### config.mk
export PLATFORM = sky130hd
export DESIGN_NAME = mc_pattern_updater
export DESIGN_NICKNAME = d
export VERILOG_FILES = /design/src/rtl/mcp_pkg.sv /design/src/rtl/mcp_edge_pick.sv /design/src/rtl/mcp_ctrl.sv /design/src/rtl/mcp_datapath.sv /design/src/rtl/mc_pattern_updater.sv
export SDC_FILE = /design/constraint.sdc
export NUM_CORES = 1
export LEC_CHECK = 0
export BUFFER_PORTS_ARGS = -buffer_cell sky130_fd_sc_hd__buf_2
export CORE_ASPECT_RATIO = 1.25
export CORE_MARGIN = 4
export CORE_UTILIZATION = 45
export CTS_CLUSTER_DIAMETER = 50
export DETAILED_ROUTE_END_ITERATION = 16
export HOLD_SLACK_MARGIN = 0.05
export MAX_ROUTING_LAYER = met4
export PLACE_DENSITY = 0.78
export SYNTH_ARGS = -nofsm -noshare
export SYNTH_HDL_FRONTEND = slang
export SYNTH_SLANG_ARGS = --single-unit
### constraint.sdc
create_clock -name clk -period 2.15 [get_ports clk]
set_clock_uncertainty 0.15 [all_clocks]
set_input_delay 0.1075 -clock clk [delete_from_list [all_inputs] [get_ports clk]]
set_output_delay 0.1075 -clock clk [all_outputs]
set_load 0.01 [all_outputs]
### src/rtl/mcp_pkg.sv
package mcp_pkg;

  typedef struct packed {
    logic xfer;    // copy shadow into active pattern
    logic clrPat;  // software pattern clear
    logic rstPat;  // suspend-driven pattern reset
  } patStrobeT;

  typedef enum logic [1:0] {
    SUSP_IGNORE  = 2'd0,
    SUSP_HOLD    = 2'd1,
    SUSP_ZERO    = 2'd2,
    SUSP_AT_SYNC = 2'd3
  } suspModeT;

endpackage

### src/rtl/mcp_edge_pick.sv
module mcp_edge_pick #(
  parameter int N     = 8,
  parameter int SEL_W = 3
) (
  input  logic             clk,
  input  logic             rstN,
  input  logic [N-1:0]     lines,
  input  logic [SEL_W-1:0] sel,
  input  logic             fallEdge,
  output logic             hit
);

  logic [N-1:0] prevLines;
  logic         curBit;
  logic         oldBit;

  // every line keeps its own history so a selector change makes no false edge
  always_ff @(posedge clk or negedge rstN) begin
    if (!rstN) prevLines <= '0;
    else       prevLines <= lines;
  end

  always_comb begin
    curBit = lines[sel];
    oldBit = prevLines[sel];
    hit    = fallEdge ? (oldBit & ~curBit) : (curBit & ~oldBit);
  end

endmodule

### src/rtl/mcp_ctrl.sv
module mcp_ctrl
  import mcp_pkg::*;
(
  input  logic      clk,
  input  logic      rstN,
  input  logic      trigHit,
  input  logic      syncHit,
  input  logic      swMode,
  input  logic      updEnSet,
  input  logic      updEnClr,
  input  logic      swXferReq,
  input  logic      patClrReq,
  input  logic      suspReq,
  input  logic [1:0] suspMode,
  input  logic      doneEn,
  input  logic      doneSet,
  input  logic      doneClr,
  output patStrobeT strobe,
  output logic      updPending,
  output logic      doneFlag,
  output logic      doneIrq
);

  suspModeT smode;
  logic suspLatched;
  logic halt;
  logic suspSyncHit;
  logic arm;
  logic apply;
  logic swGo;

  always_comb begin
    smode       = suspModeT'(suspMode);
    halt        = suspReq & ((smode == SUSP_HOLD) | (smode == SUSP_ZERO) |
                             ((smode == SUSP_AT_SYNC) & suspLatched));
    suspSyncHit = suspReq & (smode == SUSP_AT_SYNC) & ~suspLatched & syncHit;
    arm         = ~halt & (swMode ? updEnSet : trigHit);
    apply       = updPending & syncHit & ~halt & ~suspSyncHit;
    swGo        = swXferReq & ~halt;
    strobe.rstPat = (suspReq & (smode == SUSP_ZERO)) | suspSyncHit;
    strobe.clrPat = patClrReq & ~halt & ~strobe.rstPat;
    strobe.xfer   = (apply | swGo) & ~strobe.clrPat & ~strobe.rstPat;
    doneIrq       = doneFlag & doneEn;
  end

  always_ff @(posedge clk or negedge rstN) begin
    if (!rstN) begin
      updPending  <= 1'b0;
      doneFlag    <= 1'b0;
      suspLatched <= 1'b0;
    end else begin
      if (apply || updEnClr) updPending <= 1'b0;
      else if (arm)          updPending <= 1'b1;

      if (strobe.xfer || doneSet) doneFlag <= 1'b1;
      else if (doneClr)           doneFlag <= 1'b0;

      if (!suspReq || smode != SUSP_AT_SYNC) suspLatched <= 1'b0;
      else if (syncHit)                      suspLatched <= 1'b1;
    end
  end

  assert_clr_pending_R5 : assert property (@(posedge clk) disable iff (!rstN)
    updEnClr |=> !updPending);

  assert_sync_consumes_R6 : assert property (@(posedge clk) disable iff (!rstN)
    (updPending && syncHit && !halt && !suspSyncHit) |=> !updPending);

  assert_xfer_sets_done_R8 : assert property (@(posedge clk) disable iff (!rstN)
    strobe.xfer |=> doneFlag);

  assert_frozen_no_arm_R10 : assert property (@(posedge clk) disable iff (!rstN)
    (halt && !updPending) |=> !updPending);

  assert_wait_keeps_pending_R12 : assert property (@(posedge clk) disable iff (!rstN)
    (suspSyncHit && updPending && !updEnClr) |=> updPending);

endmodule

### src/rtl/mcp_datapath.sv
module mcp_datapath
  import mcp_pkg::*;
#(
  parameter int PAT_W = 16
) (
  input  logic             clk,
  input  logic             rstN,
  input  logic             shadowWrEn,
  input  logic [PAT_W-1:0] shadowWrData,
  input  patStrobeT        strobe,
  output logic [PAT_W-1:0] patOut
);

  logic [PAT_W-1:0] shadowPat;

  always_ff @(posedge clk or negedge rstN) begin
    if (!rstN) begin
      shadowPat <= '0;
      patOut    <= '0;
    end else begin
      if (shadowWrEn) shadowPat <= shadowWrData;

      if (strobe.rstPat || strobe.clrPat) patOut <= '0;
      else if (strobe.xfer)               patOut <= shadowPat;
    end
  end

  assert_susp_zero_R11 : assert property (@(posedge clk) disable iff (!rstN)
    strobe.rstPat |=> (patOut == '0));

  assert_clear_zero_R7 : assert property (@(posedge clk) disable iff (!rstN)
    strobe.clrPat |=> (patOut == '0));

  assert_hold_idle_R10 : assert property (@(posedge clk) disable iff (!rstN)
    !(strobe.xfer || strobe.clrPat || strobe.rstPat) |=> $stable(patOut));

endmodule

### src/rtl/mc_pattern_updater.sv
module mc_pattern_updater
  import mcp_pkg::*;
#(
  parameter int PAT_W  = 16,
  parameter int TRIG_N = 8,
  parameter int SYNC_N = 4,
  localparam int TRIG_SEL_W = $clog2(TRIG_N),
  localparam int SYNC_SEL_W = $clog2(SYNC_N)
) (
  input  logic                  clk,
  input  logic                  rstN,
  input  logic                  shadowWrEn,
  input  logic [PAT_W-1:0]      shadowWrData,
  input  logic                  swMode,
  input  logic                  updEnSet,
  input  logic                  updEnClr,
  input  logic                  swXferReq,
  input  logic                  patClrReq,
  input  logic [TRIG_N-1:0]     trigIn,
  input  logic [TRIG_SEL_W-1:0] trigSel,
  input  logic                  trigFall,
  input  logic [SYNC_N-1:0]     syncIn,
  input  logic [SYNC_SEL_W-1:0] syncSel,
  input  logic                  suspReq,
  input  logic [1:0]            suspMode,
  input  logic                  doneEn,
  input  logic                  doneSet,
  input  logic                  doneClr,
  output logic [PAT_W-1:0]      pattern,
  output logic                  updPending,
  output logic                  doneFlag,
  output logic                  doneIrq
);

  logic      trigHit;
  logic      syncHit;
  patStrobeT strobe;

  mcp_edge_pick #(.N(TRIG_N), .SEL_W(TRIG_SEL_W)) u_trig (
    .clk(clk), .rstN(rstN), .lines(trigIn), .sel(trigSel),
    .fallEdge(trigFall), .hit(trigHit)
  );

  mcp_edge_pick #(.N(SYNC_N), .SEL_W(SYNC_SEL_W)) u_sync (
    .clk(clk), .rstN(rstN), .lines(syncIn), .sel(syncSel),
    .fallEdge(1'b0), .hit(syncHit)
  );

  mcp_ctrl u_ctrl (
    .clk(clk), .rstN(rstN), .trigHit(trigHit), .syncHit(syncHit),
    .swMode(swMode), .updEnSet(updEnSet), .updEnClr(updEnClr),
    .swXferReq(swXferReq), .patClrReq(patClrReq), .suspReq(suspReq),
    .suspMode(suspMode), .doneEn(doneEn), .doneSet(doneSet), .doneClr(doneClr),
    .strobe(strobe), .updPending(updPending), .doneFlag(doneFlag), .doneIrq(doneIrq)
  );

  mcp_datapath #(.PAT_W(PAT_W)) u_dp (
    .clk(clk), .rstN(rstN), .shadowWrEn(shadowWrEn), .shadowWrData(shadowWrData),
    .strobe(strobe), .patOut(pattern)
  );

endmodule

* Word level (Yosys, flattened, before mapping)
Index checks and enable logic that the tools add are counted.
** Storage, ports and cells
- Bits of input ports :: 48
- Register bits after elaboration :: 47
- Output and inout bits :: 19
- Logic and storage cells :: 71
** Operators by class
- Bitwise gates (word level) :: 31
- Reduce and logical (&&, ||, !) cells :: 9
- Equality and inequality tests :: 4
- Multiplexer cells :: 18
- $lt $le $gt $ge :: 2
** Operators with widths (number)
- $mux W16 :: 2
- $and A1 B1 Y1 :: 19
- $mux W1 :: 12
- $not A1 Y1 :: 8
- $reduce_bool A2 Y1 :: 4
- $bmux W1 S3 :: 2
- $bmux W1 S2 :: 2
- $eq A2 B2 Y1 const B :: 2
- $logic_or A1 B1 Y1 :: 4
- $lt A3 B4 Y1 const B :: 1
- $or A1 B1 Y1 :: 4
- $lt A2 B3 Y1 const B :: 1
- $eq A2 B1 Y1 const B :: 1
- $ne A2 B2 Y1 const B :: 1
- $logic_not A1 Y1 :: 1

* Depth between registers and ports, before layout
- Word-level depth :: 13
- Depth in mapped cells :: 8
- Gate-level depth less buffers :: 7

* Modules after synthesis
From an unflattened synthesis, not the netlist that was laid out.
** Unflattened totals
- Cells, all modules :: 150
- Area total of the unflattened synthesis :: 2119.5 sq um
** Modules (own cells, without submodules)
- mcp_datapath :: cells each 87, area an instance 1312.5 sq um, sequential area each 800.8 sq um, instances 1
- mcp_edge_pick at u_trig :: cells each 18, area an instance 351.6 sq um, sequential area each 200.2 sq um, instances 1
- mcp_ctrl :: cells each 29, area an instance 251.5 sq um, sequential area each 75.1 sq um, instances 1
- mcp_edge_pick at u_sync :: cells each 15, area an instance 200.2 sq um, sequential area each 100.1 sq um, instances 1
- mc_pattern_updater :: cells each 1, area an instance 3.8 sq um, sequential area each 0.0 sq um, instances 1

* Worst setup path after synthesis
OpenSTA, ideal clock, no wires.
- Path kind :: reg-to-reg
- From :: register u_sync.prevLines[3]
- To :: register u_dp.patOut[10]
- Stages on the path, launching flop included :: 6
- Path slack :: 0.267 ns
- Data required time :: 1.935 ns
- Path buffers :: 1
- Data arrival time :: 1.668 ns
- Cells stage by stage :: dfrtp_1 -> nor2b_1 -> mux4_2 -> a2111oi_4 -> buf_6 -> a22o_1
** On the way
- Word-level cells in the longest chain between the ends :: 12
- Elaborated cells on any way between the ends :: 19
** Ends and longest elaborated chain
- start, declared :: line mcp_edge_pick.sv:13 : logic [N-1:0] prevLines;
- start signal, assigned :: line mcp_edge_pick.sv:20 : else prevLines <= lines;
- $bmux W1 S2 (*) :: line mcp_edge_pick.sv:25 : oldBit = prevLines[sel];
- $mux W1 (implied by the code) (*) :: line mcp_edge_pick.sv:25
- $not A1 Y1 (*) :: line mcp_edge_pick.sv:26 : hit = fallEdge ? (oldBit & ~curBit) : (curBit & ~oldBit);
- $and A1 B1 Y1 (*) :: line mcp_edge_pick.sv:26
- $and A1 B1 Y1 :: line mcp_ctrl.sv:36 : suspSyncHit = suspReq & (smode == SUSP_AT_SYNC) & ~suspLatched & syncHit;
- $or A1 B1 Y1 :: line mcp_ctrl.sv:40 : strobe.rstPat = (suspReq & (smode == SUSP_ZERO)) | suspSyncHit;
- $not A1 Y1 :: line mcp_ctrl.sv:41, mcp_ctrl.sv:42
- $and A1 B1 Y1 :: line mcp_ctrl.sv:41 : strobe.clrPat = patClrReq & ~halt & ~strobe.rstPat;
- $not A1 Y1 :: line mcp_ctrl.sv:42 : strobe.xfer = (apply | swGo) & ~strobe.clrPat & ~strobe.rstPat;
- $and A1 B1 Y1 (2 in series) :: line mcp_ctrl.sv:42
- $reduce_bool A2 Y1 (no source line)
- end signal, assigned :: line mcp_datapath.sv:24 : else if (strobe.xfer) patOut <= shadowPat;
- end, declared :: line mcp_datapath.sv:11 : output logic [PAT_W-1:0] patOut
Mark *: on every way between the ends. The rest lies on a longest branch, timed or not. The select of a mux whose other input is x is not followed.
A chain may end at the register's enable or synchronous reset.

* Worst setup path after layout
- From :: register u_sync.prevLines[3]
- To :: register u_ctrl.doneFlag
** On the way
- Word-level cells in the longest chain between the ends :: 13
- Elaborated cells on any way between the ends :: 19
** Ends and longest elaborated chain
- $bmux W1 S2 (*) :: line mcp_edge_pick.sv:25
- $mux W1 (implied by the code) (*) :: line mcp_edge_pick.sv:25
- $not A1 Y1 (*) :: line mcp_edge_pick.sv:26
- $and A1 B1 Y1 (*) :: line mcp_edge_pick.sv:26
- $and A1 B1 Y1 :: line mcp_ctrl.sv:36
- $or A1 B1 Y1 :: line mcp_ctrl.sv:40
- $not A1 Y1 :: line mcp_ctrl.sv:41, mcp_ctrl.sv:42
- $and A1 B1 Y1 :: line mcp_ctrl.sv:41
- $not A1 Y1 :: line mcp_ctrl.sv:42
- $and A1 B1 Y1 :: line mcp_ctrl.sv:42
- $and A1 B1 Y1 (*) :: line mcp_ctrl.sv:42
- $logic_or A1 B1 Y1 (*) :: line mcp_ctrl.sv:55 : if (strobe.xfer || doneSet) doneFlag <= 1'b1;
- $mux W1 / $reduce_bool A2 Y1 (equally long branches)
- end signal, assigned :: line mcp_ctrl.sv:49 : doneFlag <= 1'b0;
- end signal, assigned :: line mcp_ctrl.sv:55
- end signal, assigned :: line mcp_ctrl.sv:56 : else if (doneClr) doneFlag <= 1'b0;
- end, declared :: line mcp_ctrl.sv:20 : output logic doneFlag,
Marked as above.

==> flow_summary.toml <==
[die]
start_util = 0.465
die_x_um = 66.0
ios = 67
core_area_um2 = 4070
core.rowCount = 26
die_h_um = 80.4
dieArea_um2 = 5310

[placement]
io_buffer_count = 66
dpl.hpwl_um = 2890
dpl.cell_count = 245
gp_congestion = 0.738

[logic_synthesis]
yosys_warnings = 0
yosysSeqAreaShare = 0.623
avgSynthCellArea_um2 = 15.5
ys_seq_elements = 47
syn-cell-area_um2 = 1890
syn_nets = 172
synthCells = 122
ys_types = 24

[timing]
min_period_ns = 2.01
finalMaxSlewViolations = 0
hold_viol = 0
setup_violations = 0
maxClockFrequency_mhz = 497
period_share = 0.936
max_slew_margin = 0.564
setup_tns_ns = 0
holdWs_ns = 0.0752
worst_pin_slew_ns = 0.654
rsz0062_at_grt = "false"

[global_route]
overflow = 0
grt_max_degree = 32
grt_pass1_vias = 1593
antenna_found_initial = 0
grt_pass1_wl_um = 7020
grt_use_total = 0.181

[layout]
layoutNonFillerInstCount = 287
drive_gt1_frac = 0.450
antennaDiodeCount = 0
area_delta_synth_final_pct = 45.8
layout.nets = 280

[power]
p_sw_w = 0.000474
ir_drop_mv = 0.492
comb_power_share = 0.174
p_sw_frac = 0.239
powerDensity_nw_per_um2 = 719
p_clk_frac = 0.318
p_leak_nw = 1.34
power_frac_seq = 0.508
p_int_w = 0.00151

[critical_path]
r2r_setup_slack_ns = 0.14
start_kind = "register"
cp_data_required_time_ns = 2.18
worstSetupEndpointType = "register"
regToRegStartpoint = "u_sync.prevLines[3]"
critPathKind = "reg -> reg"
arrival_ns = 2.05
path_max_fanout = 12
worst_r2r_endpoint = "u_ctrl.doneFlag"
reg2reg_depth = 6
startpoint = "u_sync.prevLines[3]"

[hold_path]
min_path_cells = 4
hold_end = "u_ctrl.updPending"
hold_path.class = "in -> reg"
hold_path_startpoint = "updEnSet"

[job]
cap_violations = 0

[route]
drc_errors = 0
dr_wl_met2_um = 2280
drtIter0Drc = 18
firstDrtPassIters = 4
dr_wl_met3_um = 193
wl_per_cell_um = 14.9
totalWireLength_um = 4260
via_per_inst = 5.00
wl_met1_um = 1700
highest_layer = "met4"
ant_nets = 0
dr_total_vias = 1435

[cts]
postCtsSetupRepairBufs = 0
cts_max_level = 2
insertion_delay_ns = 0.29
clk_pin_slew_worst_paths_ns = 0.09
clockBufferDepth = 2
cts_tree = "yes"
cts_root_buf = "clkbuf_8"
cts_sinks = 47
cts_made_buffers = 5

[outcome]
status = "complete, no violations"
synthesized netlist by cell type (all sizes together):
library cell   n  area [µm²]
or4            1        7.51
a2111oi        1        27.5
a21oi          1        5.00
nor3b          2        15.0
nor2b          5        31.3
ha             2        25.0
nor2           3        11.3
nand2          3        11.3
mux2i          1        10.0
a21bo          1        10.0
dfrtp         47        1180
inv            3        11.3
a21o           1        7.51
a22o          17         149
o21ai          2        10.0
nand3b         2        15.0
clkbuf         2        7.51
a221oi         1        15.0
a211o          1        8.76
and2           2        12.5
mux4           5         113
buf            2        18.8
mux2          17         191
critical path, stage by stage (launching register included):
cell	delay (ns)
dfrtp_1	0.35
nor2b_1	0.05
mux4_2	0.55
a21oi_1	0.28
a2111oi_4	0.06
buf_4	0.19
a211o_1	0.27
worst max path at each step:
stage,to
2_1_floorplan,u_dp.patOut[10]
3_3_place_gp,u_ctrl.doneFlag
3_5_place_dp,u_ctrl.doneFlag
4_1_cts,u_ctrl.doneFlag
5_1_grt,u_ctrl.doneFlag
6_report,u_ctrl.doneFlag
state kept, by name, summed over array words and instances (netlist names):
name	cells
u_ctrl.suspLatched	1
u_sync.prevLines	4
u_dp.patOut	16
u_dp.shadowPat	16
u_ctrl.updPending	1
u_ctrl.doneFlag	1
u_trig.prevLines	8
routing by layer:
metal	global-route usage	vias to the layer above
met5	-	-
met1	0.196	707
met4	0.0650	0
met3	0.0350	10
met2	0.327	47
li1	-	671
power by group through the flow:
stage | Sequential, W | Combinational [W] | Clock (W)
6_report | 0.00101 | 0.000345 | 0.000629
5_1_grt | 0.00102 | 0.000379 | 0.000689
4_1_cts | 0.00101 | 0.000349 | 0.000652
3_5_place_dp | 0.00102 | 0.000302 | 0
3_3_place_gp | 0.00102 | 0.000292 | 0
2_1_floorplan | 0.00103 | 0.000148 | 0
metrics by stage:
| step | util | power (W) | setup WS (ns) | instance area (µm²) |
|---|---|---|---|---|
| after floorplan | - | 0.00118 | 0.267 | 1890 |
| after global placement | 0.566 | 0.00131 | 0.216 | 2300 |
| after detailed placement | 0.566 | 0.00132 | 0.161 | 2300 |
| after CTS | 0.677 | 0.00201 | 0.145 | 2750 |
| after global routing | 0.677 | 0.00208 | 0.0726 | 2750 |
| final | 0.677 | 0.00198 | 0.138 | 2750 |
cells in the final DEF (no fill, tap or decap):
| cell type | n |
|---|---|
| dlygate4sd3_1 | 34 |
| or4_1 | 1 |
| a21bo_2 | 1 |
| mux2i_1 | 1 |
| nor3b_1 | 2 |
| a22o_1 | 17 |
| nor2b_1 | 5 |
| nand2_1 | 3 |
| a211o_1 | 1 |
| and2_1 | 2 |
| nand3b_1 | 2 |
| mux4_2 | 5 |
| o21ai_0 | 2 |
| clkinv_2 | 1 |
| a21o_1 | 1 |
| mux2_2 | 17 |
| a21oi_1 | 1 |
| nor2_1 | 3 |
| dfrtp_1 | 47 |
| bufinv_16 | 1 |
| inv_1 | 3 |
| ha_1 | 2 |
| clkbuf_8 | 5 |
| a2111oi_4 | 1 |
| buf_4 | 5 |
| buf_2 | 66 |
| clkinv_4 | 1 |
| a221oi_2 | 1 |
logic make-up after synthesis:
group | after synthesis | share of synthesized area
compound gates | 25 | 0.123
fa+ha+maj | 2 | 0.0132
buf+inv | 7 | 0.0199
flops | 47 | 0.623
mux | 23 | 0.166
simple gates | 18 | 0.0550
area by class of cell:
| type | count | area, µm² |
|---|---|---|
| Timing Repair Buffer | 105 | 708 |
| Clock buffer | 5 | 68.8 |
| Multi-Input combinational cell | 68 | 676 |
| Clock inverter | 3 | 43.8 |
| Fill cell | 312 | 1310 |
| Tap cell | 56 | 70.1 |
| Inverter | 3 | 11.3 |
| Sequential cell | 47 | 1180 |
what timing repair did:
action,CTS,global route
endpoints found under the hold margin,60,0
hold buffers,34,0
resized for setup,0,0
Power figures use the tool's default switching activity.
